## src/rtl/poly_eval_pkg.sv

```systemverilog
// Package: shared width rules for the polynomial evaluator.
// Assumes: the operand is unsigned and at least one bit wide.
package poly_eval_pkg;

    // Width of 2a+1: one bit more than the operand.
    function automatic int lin1_width(input int n);
        return n + 1;
    endfunction

    // Width of 4a+3: two bits more than the operand.
    function automatic int lin2_width(input int n);
        return n + 2;
    endfunction

    // Width of the quadratic: the sum of both linear widths.
    function automatic int quad_width(input int n);
        return lin1_width(n) + lin2_width(n);
    endfunction

endpackage

```

## src/rtl/poly_shift_ones.sv

```systemverilog
// Module: poly_shift_ones
// Purpose: forms a*2^K + (2^K - 1) by shifting the operand left by K and
// filling the vacated low bits with ones. No adder is needed.
// Assumes: K >= 1; the operand is unsigned.
module poly_shift_ones #(
    parameter int N = 4,
    parameter int K = 1,
    localparam int OW = N + K
) (
    input  logic [N-1:0]  a,
    output logic [OW-1:0] q
);

    // Concatenate the operand above a field of K ones.
    assign q = {a, {K{1'b1}}};

endmodule

```

## src/rtl/poly_mult.sv

```systemverilog
// Module: poly_mult
// Purpose: unsigned shift-and-add multiplier. The product is exactly WA+WB
// bits wide, so it can never overflow.
// Assumes: both operands are unsigned; the logic is combinational only.
module poly_mult #(
    parameter int WA = 5,
    parameter int WB = 6,
    localparam int PW = WA + WB
) (
    input  logic [WA-1:0] a,
    input  logic [WB-1:0] b,
    output logic [PW-1:0] p
);

    logic [PW-1:0] a_ext;
    logic [PW-1:0] acc [0:WB];

    // Zero-extend the multiplicand to the product width.
    assign a_ext  = {{WB{1'b0}}, a};
    assign acc[0] = '0;

    // One partial product per multiplier bit, added into a ripple chain.
    for (genvar i = 0; i < WB; i++) begin : g_pp
        logic [PW-1:0] pp;
        // Gate the shifted multiplicand by multiplier bit i.
        assign pp         = {PW{b[i]}} & (a_ext << i);
        assign acc[i + 1] = acc[i] + pp;
    end

    // The last accumulator stage is the product.
    assign p = acc[WB];

endmodule

```

## src/rtl/poly_eval.sv

```systemverilog
// Module: poly_eval (top)
// Purpose: evaluates 2a+1, 4a+3 and 8a^2+10a+3 for an unsigned N-bit
// operand. Each output has the minimum width that holds its largest value.
// Assumes: purely combinational use; there is no clock and no reset.
module poly_eval #(
    parameter int N = 4,
    localparam int XW = poly_eval_pkg::lin1_width(N),
    localparam int YW = poly_eval_pkg::lin2_width(N),
    localparam int ZW = poly_eval_pkg::quad_width(N)
) (
    input  logic [N-1:0]  a,
    output logic [XW-1:0] x,
    output logic [YW-1:0] y,
    output logic [ZW-1:0] z
);

    // Linear term 2a+1: shift by one, append a one.
    poly_shift_ones #(.N(N), .K(1)) u_lin1 (
        .a (a),
        .q (x)
    );

    // Linear term 4a+3: shift by two, append two ones.
    poly_shift_ones #(.N(N), .K(2)) u_lin2 (
        .a (a),
        .q (y)
    );

    // Quadratic as the product (2a+1)(4a+3).
    poly_mult #(.WA(XW), .WB(YW)) u_quad (
        .a (x),
        .b (y),
        .p (z)
    );

endmodule

```

## config.mk

```make
export PLATFORM = sky130hd
export DESIGN_NAME = poly_eval
export DESIGN_NICKNAME = d
export VERILOG_FILES = /design/src/rtl/poly_eval_pkg.sv /design/src/rtl/poly_shift_ones.sv /design/src/rtl/poly_mult.sv /design/src/rtl/poly_eval.sv
export SDC_FILE = /design/constraint.sdc
export NUM_CORES = 1
export LEC_CHECK = 0
export BUFFER_PORTS_ARGS = -buffer_cell sky130_fd_sc_hd__buf_4
export CORE_MARGIN = 3
export CORE_UTILIZATION = 54
export DETAILED_ROUTE_END_ITERATION = 8
export PLACE_DENSITY = 0.91
export REMOVE_ABC_BUFFERS = 1
export SYNTH_ARGS = -nofsm -noshare
export SYNTH_HDL_FRONTEND = slang
export SYNTH_SLANG_ARGS = --single-unit
```

## constraint.sdc

```tcl
create_clock -name vclk -period 5.68
set_clock_uncertainty 0.05 [all_clocks]
set_input_delay 0 -clock vclk [all_inputs]
set_output_delay 0 -clock vclk [all_outputs]
set_load 0.01 [all_outputs]
```

==> results.json, run 1 <==
{
  "synthCells": 86,
  "drtPass1Iterations": 4,
  "min_period_ns": 3.27,
  "avgSynthCellArea_um2": 8.67,
  "fin_cells": 113,
  "drtIter0Drc": 11,
  "yosys.cell_types.count": 18,
  "ys_seq_area_share_pct": 0,
  "ir_drop_mv": 0.139,
  "grt_max_degree": 12,
  "overflow": 0,
  "wl_per_cell_um": 11.2,
  "grt_pass1_vias": 497,
  "hold_viol": 0,
  "finalMaxSlewViolations": 0,
  "crit_path_start": "a[0]",
  "start_util_pct": 62.1,
  "coreArea_um2": 1200,
  "die_h_um": 43.2,
  "seq_cells": 0,
  "regArea_um2": 0,
  "cp_max_fo": 11,
  "hold_path_depth": 2,
  "power.density_nw_per_um2": 207,
  "numPortBuffers": 22,
  "yosys_warnings": 0,
  "routabilityCongestion": 0.900,
  "hpwl_mm": 1.13,
  "hp-start": "a[3]",
  "fill_cells": 101,
  "post-synth-top-area-cell": "ha_1",
  "hold_end": "y[5]",
  "drc": 0,
  "die_w_um": 43.2,
  "num-nets-final": 131,
  "yosys-top-cells-area": "ha_1, fa_1, buf_4, inv_1, xnor2_1",
  "dp_cells": 113,
  "synth_top_area_share_pct": 30.2,
  "setup_viol": 0,
  "ioPinCount": 26,
  "p_leak_nw": 0.522,
  "multi_input_area_um2": 592,
  "num_antenna_cells": 0,
  "wirelength_mm": 1.27,
  "crit_family": "adder cells",
  "antenna_left": 0,
  "viasPerCell": 4.81,
  "synth_area_um2": 746,
  "cts_hold_buffers": 0,
  "clock_buffers": 0,
  "outcome": "completed",
  "startpoint_type": "input pin",
  "vias": 543,
  "crit_chain": "buf_4 > ha_1 > ha_1 > or2_2 > fa_1 > fa_1 > ha_1 > inv_1 > fa_1 > inv_1 > a21o_1 > a21oi_1 > xnor2_1 > buf_4",
  "tns_ns": 0,
  "grt_pass1_wl_mm": 2.19,
  "die_area_um2": 1860,
  "cts_resized": 0,
  "areaGrowthSynthToFinish_pct": 13.9,
  "hold_class": "in -> out",
  "cp.required_ns": 5.63,
  "path_class": "in -> out",
  "drive_gt1_share_pct": 26.3,
  "post_cts_buffers": 0,
  "maxCapViolCount": 0,
  "critPathCaptureType": "output port",
  "max_stage_delay_ns": 0.55,
  "num_rows": 12,
  "fin_crit_sh_pct": 57.5,
  "fmax_mhz": 306,
  "cpMaxStageDelayCell": "fa_1",
  "rsz0062_at_grt": "false",
  "antenna_found_initial": 0,
  "cp_num_buf_inv": 4,
  "arrival_ns": 3.22,
  "grt_use_total_pct": 14.5
}
==> worst max path at each step <==
stage               endpoint  cells after the start
floorplan               z[9]                     12
global placement        z[9]                     14
detailed placement      z[9]                     14
CTS                     z[9]                     14
global route           z[10]                     17
finish                  z[9]                     14
==> per-stage QoR <==
stage	hold WS [ns]	utilization [%]	instance area, um^2	power [mW]	worst slack (ns)
5_1_grt	0.211	70.7	850	0.199	2.17
3_5_place_dp	0.197	70.7	850	0.177	2.41
2_1_floorplan	-0.0500	-	667	0.110	2.79
4_1_cts	0.200	70.7	850	0.179	2.38
3_3_place_gp	0.193	70.7	850	0.172	2.47
6_report	0.200	70.7	850	0.176	2.41
==> routing by layer <==
layer	GRT usage, %	up-vias	share of wire [%]
li1	-	275	-
met1	21.0	255	43
met2	25.4	13	53
met3	0	0	3.9
met4	0	0	0
met5	0	-	0
==> cell usage in the layout (no fill, tap or decap) <==
cell type | synthesis | routed
ha_1 | 18 | 18
o21ai_0 | 2 | 2
a21o_2 | 1 | 1
a21oi_1 | 4 | 4
inv_1 | 20 | 20
or2_2 | 1 | 1
a211oi_2 | 1 | 1
a21oi_2 | 1 | 1
a21o_1 | 2 | 2
nand2_1 | 2 | 2
buf_4 | 12 | 22
nor2_1 | 2 | 2
fa_1 | 8 | 8
conb_1 | 1 | 4
o21bai_1 | 2 | 2
mux2i_1 | 1 | 1
xor2_1 | 2 | 2
xnor2_1 | 6 | 6
==> final cells by class <==
type,instances,area share (%)
multi-input combinational,57,69.7
timing repair buffer,22,19.4
inverter,20,8.84
tap,14,2.06
==> kinds of logic (layout without fill, tap and decap cells) <==
family	count (synthesis)	count (layout)	share of synthesized area, %
xor gates and xnor gates	8	8	9.40
buffers and inverters	32	42	22.1
and+or+nand+nor	5	5	2.85
muxes	1	1	1.34
AOI/OAI and AO/OA	13	13	12.1
other	1	4	0.503
adders and majority gates	26	26	51.7
==> synth_stat cells <==
| master | number |
|---|---|
| a211oi_2 | 1 |
| a21o_1 | 2 |
| a21o_2 | 1 |
| a21oi_1 | 4 |
| a21oi_2 | 1 |
| buf_4 | 12 |
| conb_1 | 1 |
| fa_1 | 8 |
| ha_1 | 18 |
| inv_1 | 20 |
| mux2i_1 | 1 |
| nand2_1 | 2 |
| nor2_1 | 2 |
| o21ai_0 | 2 |
| o21bai_1 | 2 |
| or2_2 | 1 |
| xnor2_1 | 6 |
| xor2_1 | 2 |
==> where the power goes <==
group          internal (mW)  switching (mW)  total (mW)
Combinational         0.0892          0.0864       0.176
Clock                      0               0           0
Sequential                 0               0           0
Total                 0.0892          0.0864       0.176
Note: power is estimated with default switching activity, not from simulation.
==> run 2: changes to the inputs <==
==> constraint.sdc (replaced) <==
create_clock -name vclk -period 3.1
set_clock_uncertainty 0.05 [all_clocks]
set_input_delay 0 -clock vclk [all_inputs]
set_output_delay 0 -clock vclk [all_outputs]
set_load 0.01 [all_outputs]
==> results.json, run 2 (synthesis results as in run 1) <==
{
  "outcome": "completed",
  "drive_gt1_share_pct": 45.5,
  "p_leak_nw": 0.567,
  "overflow": 0,
  "fin_worst_hold_slack_ns": 0.211,
  "fmax_mhz": 326,
  "tns_ns": 0,
  "grt_pass1_vias": 646,
  "grt_pass1_wl_mm": 2.81,
  "final_common_cell": "buf_4",
  "dp_cells": 121,
  "hold_class": "in -> out",
  "coreArea_um2": 1200,
  "report.power.total_mw": 0.392,
  "wl_per_cell_um": 15.1,
  "wirelength_mm": 1.87,
  "antenna_found_initial": 0,
  "setup_viol": 0,
  "fin_crit_sh_pct": 99.0,
  "drtIter0Drc": 10,
  "die_h_um": 43.2,
  "seq_cells": 0,
  "hpwl_mm": 1.34,
  "maxCapViolCount": 0,
  "path_class": "in -> out",
  "multi_input_area_um2": 632,
  "num_rows": 12,
  "fill_cells": 73,
  "mostFrequentLayoutCells": "buf_4, inv_1, ha_1, fa_1, xnor2_1",
  "die_w_um": 43.2,
  "regArea_um2": 0,
  "numPortBuffers": 22,
  "hold_viol": 0,
  "clock_buffers": 0,
  "num_antenna_cells": 0,
  "grt_max_degree": 10,
  "vias": 646,
  "finalMaxSlewViolations": 0,
  "rsz0062_at_grt": "true",
  "die_area_um2": 1860,
  "viasPerCell": 5.21,
  "ioPinCount": 26,
  "arrival_ns": 3.02,
  "drtPass1Iterations": 4,
  "routabilityCongestion": 0.868,
  "cp.required_ns": 3.05,
  "grt_use_total_pct": 19.3,
  "num-nets-final": 142,
  "drc": 0,
  "cp_max_fo": 4,
  "startpoint_type": "input pin",
  "areaGrowthSynthToFinish_pct": 32.4,
  "start_util_pct": 62.1,
  "power.density_nw_per_um2": 397,
  "ir_drop_mv": 0.317,
  "antenna_left": 0,
  "critPathCaptureType": "output port",
  "fin_cells": 124,
  "min_period_ns": 3.07
}
-- run 2: changes by cell type in the layout (fill, tap and decap cells not counted), sizes merged --
| cell | delta |
|---|---|
| inv | -1 |
| clkinvlp | +1 |
| buf | +11 |
-- run 2: report_power, final --
group	total, mW	internal [mW]	switching, mW
Clock	0	0	0
Combinational	0.392	0.204	0.188
Sequential	0	0	0
-- run 2: cell type report --
class | count | area share (%)
Tap cell | 14 | 1.77
Inverter | 20 | 7.98
Timing Repair Buffer | 33 | 26.2
Multi-Input combinational cell | 57 | 64.0
-- run 2: metal layers --
layer / track usage [%] / routed length, um / vias to the layer above
met3: 0 / 96 / 6
met4: 2.41 / 52 / 0
li1: - / - / 301
met1: 25.6 / 792 / 312
met2: 35.4 / 929 / 27
met5: 0 / 0 / -
-- run 2: worst paths after layout --
path,to,slack [ns],cells past startpoint,startpoint
max,z[10],0.03,17,a[1]
min,y[5],0.21,2,a[3]
-- run 2: through the flow --
| step | area (um^2) | utilization, % | setup WS, ns |
|---|---|---|---|
| 2_1_floorplan | 667 | - | 0.210 |
| 3_3_place_gp | 910 | 75.7 | 0.00284 |
| 3_5_place_dp | 910 | 75.7 | -0.112 |
| 4_1_cts | 961 | 80.0 | -0.0104 |
| 5_1_grt | 987 | 82.2 | -0.116 |
| 6_report | 987 | 82.2 | 0.0325 |
-- run 2: what timing repair did --
action / 4_1_cts / 5_1_grt
setup endpoints to repair: 3 / 3
setup buffers: 1 / 2
hold buffers: 0 / 0
pin swaps: 11 / 18
gates cloned: 0 / 0
hold endpoints to repair: 0 / 0
gates resized for setup: 9 / 8
-- run 2: worst max-delay path, cell delays in order --
cell        delay (ns)
buf_8             0.08
clkinvlp_4        0.12
ha_4              0.29
inv_2             0.04
a21oi_2           0.12
o21ai_1           0.08
a21o_1            0.19
fa_1              0.52
inv_1             0.05
fa_1              0.51
inv_2             0.05
ha_4              0.21
a211oi_2          0.19
o21bai_1          0.12
a21oi_2           0.15
xnor2_1           0.13
buf_4             0.15
